--- src/rtl/plru8_repl.sv ---
module plru8_repl #(
  parameter int SETS = 128,
  localparam int IW = $clog2(SETS)
) (
  input  logic          clk,
  input  logic          rst_n,
  input  logic          en,
  input  logic          lock,
  input  logic [IW-1:0] idx,
  input  logic          hit_vld,
  input  logic [2:0]    hit_way,
  input  logic          fill_vld,
  input  logic [2:0]    fill_way,
  input  logic          vic_req,
  output logic          vic_vld,
  output logic [2:0]    vic_way
);

  logic [SETS-1:0][6:0] tree_q;

  wire       open_q = en & ~lock;
  wire [2:0] uway   = fill_vld ? fill_way : hit_way;
  wire       do_upd = open_q & (fill_vld | hit_vld);
  wire [6:0] cur    = tree_q[idx];

  function automatic logic [6:0] touch(input logic [6:0] t, input logic [2:0] w);
    logic [6:0] r;
    r = t;
    r[0] = ~w[2];
    if (w[2]) r[2] = ~w[1];
    else      r[1] = ~w[1];
    case (w[2:1])
      2'd0:    r[3] = ~w[0];
      2'd1:    r[4] = ~w[0];
      2'd2:    r[5] = ~w[0];
      default: r[6] = ~w[0];
    endcase
    return r;
  endfunction

  function automatic logic [2:0] walk(input logic [6:0] t);
    logic [2:0] w;
    w[2] = t[0];
    w[1] = w[2] ? t[2] : t[1];
    case (w[2:1])
      2'd0:    w[0] = t[3];
      2'd1:    w[0] = t[4];
      2'd2:    w[0] = t[5];
      default: w[0] = t[6];
    endcase
    return w;
  endfunction

  always_ff @(posedge clk) begin
    if (!rst_n)      tree_q <= '0;
    else if (do_upd) tree_q[idx] <= touch(cur, uway);
  end

  always_ff @(posedge clk) begin
    if (!rst_n) begin
      vic_vld <= 1'b0;
      vic_way <= 3'd0;
    end else begin
      vic_vld <= vic_req & open_q;
      vic_way <= (vic_req & open_q) ? walk(cur) : 3'd0;
    end
  end

endmodule

--- config.mk ---
export PLATFORM = sky130hd
export DESIGN_NAME = plru8_repl
export DESIGN_NICKNAME = d
export VERILOG_FILES = /design/src/rtl/plru8_repl.sv
export SDC_FILE = /design/constraint.sdc
export NUM_CORES = 2
export LEC_CHECK = 0
export ABC_AREA = 1
export ABC_CLOCK_PERIOD_IN_PS = 2930
export BUFFER_PORTS_ARGS = -buffer_cell sky130_fd_sc_hd__buf_2
export CAP_MARGIN = 0
export CORE_ASPECT_RATIO = 0.6
export CORE_UTILIZATION = 45
export CTS_BUF_LIST = sky130_fd_sc_hd__clkbuf_4 sky130_fd_sc_hd__clkbuf_8 sky130_fd_sc_hd__clkbuf_16
export DETAILED_ROUTE_END_ITERATION = 12
export GPL_TIMING_DRIVEN = 1
export PLACE_DENSITY_LB_ADDON = 0.2
export SYNTH_ARGS = -nofsm -noshare
export SYNTH_HDL_FRONTEND = slang
export SYNTH_SLANG_ARGS = --single-unit
export TNS_END_PERCENT = 30
--- constraint.sdc ---
create_clock -name clk -period 2.93 [get_ports clk]
set_input_delay 0.4395 -clock clk [delete_from_list [all_inputs] [get_ports clk]]
set_output_delay 0.4395 -clock clk [all_outputs]
set_load 0.03 [all_outputs]
Yosys cells after proc, flatten, opt, wreduce, memory -nomap -nowiden
Index checks and enable logic that the tools add are counted.
{"block": "classes", "order_cmp": 2, "n_eq_ne": 4, "n_mux": 26, "bitwise_logic": 8, "n_reduce_logical": 5}
{"operator": "$bwmux 896", "n": 1}
{"operator": "$bmux 7 s7", "n": 1}
{"operator": "$demux 7 s7", "n": 1}
{"operator": "$mux 1", "n": 19}
{"operator": "$mux 7", "n": 2}
{"operator": "$lt 7x8->1 const B", "n": 1}
{"operator": "$ge 7x1->1 const B", "n": 1}
{"operator": "$eq 2x1->1 const B", "n": 2}
{"operator": "$eq 2x2->1 const B", "n": 2}
{"operator": "$logic_not 2->1", "n": 2}
{"operator": "$not 1->1", "n": 4}
{"operator": "$and 1x1->1", "n": 3}
{"operator": "$mux 3", "n": 1}
{"operator": "$pmux 1 s3", "n": 1}
{"operator": "$reduce_or 3->1", "n": 1}
{"operator": "$reduce_and 2->1", "n": 1}
{"operator": "$logic_and 1x1->1", "n": 1}
{"operator": "$or 1x1->1", "n": 1}
{"block": "totals", "regBits": 900, "input_bits": 20, "output_inout_bits": 4, "wordCells": 175}

Longest topological paths before layout
{"block": "logic_depth", "ltp_word": 7, "depth_mapped": 19, "mapped_depth_nobuf": 16}

Worst setup path before layout
No wires, ideal clock.
{"block": "synth_path", "kind": "input port to flip-flop", "startpoint": "input port idx[2]", "endpoint": "register tree_q[180] (netlist name)", "setup_ns": 0.127, "arrival_time_ns": 2.175, "required_time_ns": 2.803, "path_slack_ns": 0.627, "stages": 15, "n_path_buf": 5, "cell_sequence": "buf_2 > inv_2 > buf_2 > buf_1 > a21oi_1 > o21ai_0 > nand2_1 > nor2_1 > nand2_1 > nor2_1 > nand2_1 > o21ai_0 > buf_2 > buf_2 > a21oi_1"}
{"block": "synth_via", "elab_chain_len": 6, "elab_cells_between_ends": 11, "classes_between": "order compare: 2; mux: 8; reduce/logical: 1"}
{"element": "start, declared", "line_no": "9", "source": "input logic [IW-1:0] idx,"}
{"element": "$bmux 7 s7", "line_no": "24", "source": "wire [6:0] cur = tree_q[idx];"}
{"element": "$mux 7 (implied by the code)", "line_no": "24"}
{"element": "$mux 1", "line_no": "32", "source": "case (w[2:1])"}
{"element": "$mux 1", "line_no": "56", "source": "else if (do_upd) tree_q[idx] <= touch(cur, uway);"}
{"element": "$mux 1", "line_no": "55", "source": "if (!rst_n) tree_q <= '0;"}
{"element": "$bwmux 896 *", "line_no": "56"}
{"element": "end signal, assigned by index", "line_no": "56"}
{"element": "end, declared", "line_no": "19", "source": "logic [SETS-1:0][6:0] tree_q;"}
Mark *: on every way between the ends. The rest lies on a longest branch, timed or not. The select of a mux whose other input is x is not followed.
A chain may end at the register's enable or synchronous reset.

Worst setup path in the final report
{"block": "layout_path", "startpoint": "input port idx[1]", "endpoint": "register tree_q[68] (netlist name)"}
Same word-level chain as after synthesis.

==> results by group <==
Timing
  – RSZ-0062 raised after global routing: no
  – Hold Fails Final Rpt: 0
  – Final period util: a little under 100%
  – Worst Max-Slew Pin Slew: 811 ps
  – Total negative setup slack: 0 ps
  – Slew Limit Headroom: 45.4%
  – Fmax: roughly 340 MHz
  – Setup Skew: 25.5 ps
  – Final Max Tran Viols: 0
  – Final setup fails: 0
  – Fin crit period: between 2000 and 3000 ps

Detailed routing
  – First-pass detailed-route iteration total: 6
  – Drt drc: 0
  – Vias/cell: 5.51
  – Vias: 39100
  – Initial DRC Count: just under 5000
  – Antenna Nets Post-Route: 0
  – DR WL/cell: ~19 um
  – Post-Route WL: roughly 140000 um

Synth
  – Top_reg_cell synth: dfxtp_1
  – Seq/Total Area, Yosys: 45.2%
  – Post-synth EDFFs: 0
  – Yosys reg bits: 900
  – Syn Area/Cell: 6.86 um2
  – Mapped Area: about 0.040 mm2
  – Syn nets: between 5000 and 6000
  – Synth cell types: 26
  – Post-synth ARST share: 0%
  – Synth warn: 0
  – Cells after Synth: approximately 5800

Cells and area
  – Post-Layout Inst Area: between 0.04 and 0.05 mm2
  – Ant diodes: 0
  – Fillers: ~8500
  – Syn-to-layout area delta: 16.6%
  – Most common cell after layout, fill and taps aside: nand2_1
  – Layout cells sized above 1: between 10% and 20%
  – Commonest cells after routing, fill and taps aside: 1596 x nand2_1, 985 x o21ai_0, 942 x a21oi_1
  – Layout Cells excl Fill: ~7100
  – NumNets Final: 5882

Pwr
  – Tot Pwr: about 27 mW
  – Switching power total: approximately 6.5 mW
  – Sequential share of power: between 40% and 50%
  – Combinational power share: 8.5%
  – Static leakage: roughly 20 nW
  – Part of the power in the clock network: 45.4%
  – Switching part of the total: ~25%
  – Power per cell area: around 570 mW/mm2
  – P_int: 20.1 mW
  – VDD IR max: roughly 0.00044 V

Setup path
  – Crit path capture type: flop
  – Crit start category: primary input
  – Arr. time, crit path: 3460 ps
  – Slowest-stage cell, CP: o21ai_0
  – CP bufs+invs: 6
  – Crit Path Category: primary input to flop
  – WP data required: between 3000 and 4000 ps
  – Crit path cell chain: buf_4, inv_4, buf_12, buf_4, nand2_1, a21oi_1, buf_4, o21ai_0, nand2_1, nor2_1, nand2_1, nor2_1, nand2_1, o21ai_4, buf_12, a21oi_1
  – Crit path top cell by count: nand2_1
  – Max FO, Critical Path: slightly below 50
  – CP top delay family: buffers and inverters
  – CP max stage delay: approximately 640 ps

Clock tree
  – Sink Count: 900
  – TritonCTS Buffers: 83
  – Reg clk slew, reported paths: ~70 ps
  – Clock Tree Buf Depth: 3
  – Clock root buffer: clkbuf_16
  – Hold buffers post-CTS: 0
  – CTS H-Tree Depth: 3
  – Worst-Skew Late Latency: 690 ps
  – TritonCTS clock tree: done
  – Setup Fix Bufs, Post-CTS: 0

Floorplan
  – Core Area: slightly below 0.09 mm2
  – Die ar.: roughly 0.09 mm2
  – Num ports: 24
  – Die Y: 233 um
  – Rows: 84
  – Starting Density: between 40 and 50%
  – Die Width: 386 um

Job
  – Maxcap violations: 0

Placement
  – Gpl congestion: a little over 0.9
  – Port bufs: 23
  – Area after DPL: 0.0435 mm2
  – Placed Cells: approximately 7000
  – Dpl hpwl: about 90000 um

Global route
  – GRT Overall Usage: approximately 30%
  – Vias in the first global route: about 35000
  – Antenna violations before repair: 3
  – Grt total ovfl: 0
  – Pin count of the biggest net entering global routing: about 190
  – First-pass GRT wire length: roughly 210000 um

Outcome
  – Status: finished clean

Min path
  – Kind of path behind the tightest hold check: primary input to flop
==> state kept, by name, indices dropped and copies added, names as in the netlist <==
name / flops
tree_q: 896
vic_way: 3
vic_vld: 1
==> cell usage after synthesis, types with 14 or more instances <==
| master | instances | area, um2 |
|---|---|---|
| nand3_1 | 180 | 901 |
| buf_1 | 14 | 52.6 |
| buf_4 | 85 | 638 |
| nand2_1 | 1597 | 5990 |
| dfxtp_1 | 900 | 18000 |
| nand3b_1 | 14 | 105 |
| or2_2 | 30 | 188 |
| clkbuf_1 | 253 | 950 |
| a21oi_1 | 943 | 4720 |
| inv_1 | 297 | 1110 |
| buf_2 | 145 | 726 |
| o21ai_0 | 988 | 4940 |
| nor2_1 | 315 | 1180 |
==> power groups by stage <==
stage	registers, mW	logic [mW]	clock network (mW)
floorplan	12.5	1.18	0
global placement	12.5	2.20	0
detailed placement	12.5	2.19	0
CTS	12.3	2.20	12.2
global route	12.3	2.37	12.7
finish	12.3	2.26	12.1
==> worst paths after layout <==
check	slack (ps)	startpoint	cells past startpoint	endpoint
min reg2reg	540	tree_q[190]	2	tree_q[190]
max reg2reg	150	tree_q[215]	14	tree_q[68]
max	20	idx[1]	16	tree_q[68]
min	100	lock	3	vic_vld
==> area by class of cell <==
cell class	count	area, um2	share of cell area (%)
Inverter	301	1140	2.46
Tap cell	1161	1450	3.13
Clock inverter	34	508	1.09
Timing Repair Buffer	463	4430	9.53
Clock buffer	118	2500	5.39
Multi-Input combinational cell	4113	18400	39.6
Sequential cell	900	18000	38.8
==> logic make-up after synthesis <==
kind of cell	synth area share [%]
simple gates	21.4
flops	45.2
compound gates	24.6
buf+inv	8.82
==> worst reg2reg max path: stages, from the launching register on <==
cell     delay [ps]
dfxtp_1         320
nand2_1          70
nand2_1          50
nand2_1         110
buf_12          110
a21oi_1          50
o21ai_0         650
nand2_1         100
nor2_1          110
nand2_1          60
nor2_1          240
nand2_1         140
o21ai_4         150
buf_12          330
a21oi_1         160
==> through the flow <==
| stage | setup slack [ps] | hold WS, ps | util (%) |
|---|---|---|---|
| 2_1_floorplan | 627 | 497 | - |
| 3_3_place_gp | -507 | 510 | 49.6 |
| 3_5_place_dp | -530 | 516 | 49.6 |
| 4_1_cts | 178 | 65.9 | 53.0 |
| 5_1_grt | 13.0 | 89.1 | 53.0 |
| 6_report | 20.3 | 103 | 53.0 |
==> what timing repair did <==
item,CTS,global route
endpoints found under the setup margin,0,108
gates resized for setup,0,1
hold endpoints to repair,0,0
==> metal layers <==
layer | GRT usage [%] | vias to the layer above | wire, um
li1 | - | 19200 | -
met4 | 6.57 | 4 | 2410
met2 | 40.8 | 1619 | 53700
met3 | 5.59 | 177 | 13000
met1 | 47.0 | 18100 | 66500
met5 | 0 | - | 22
(Power assumes the default switching activity.)
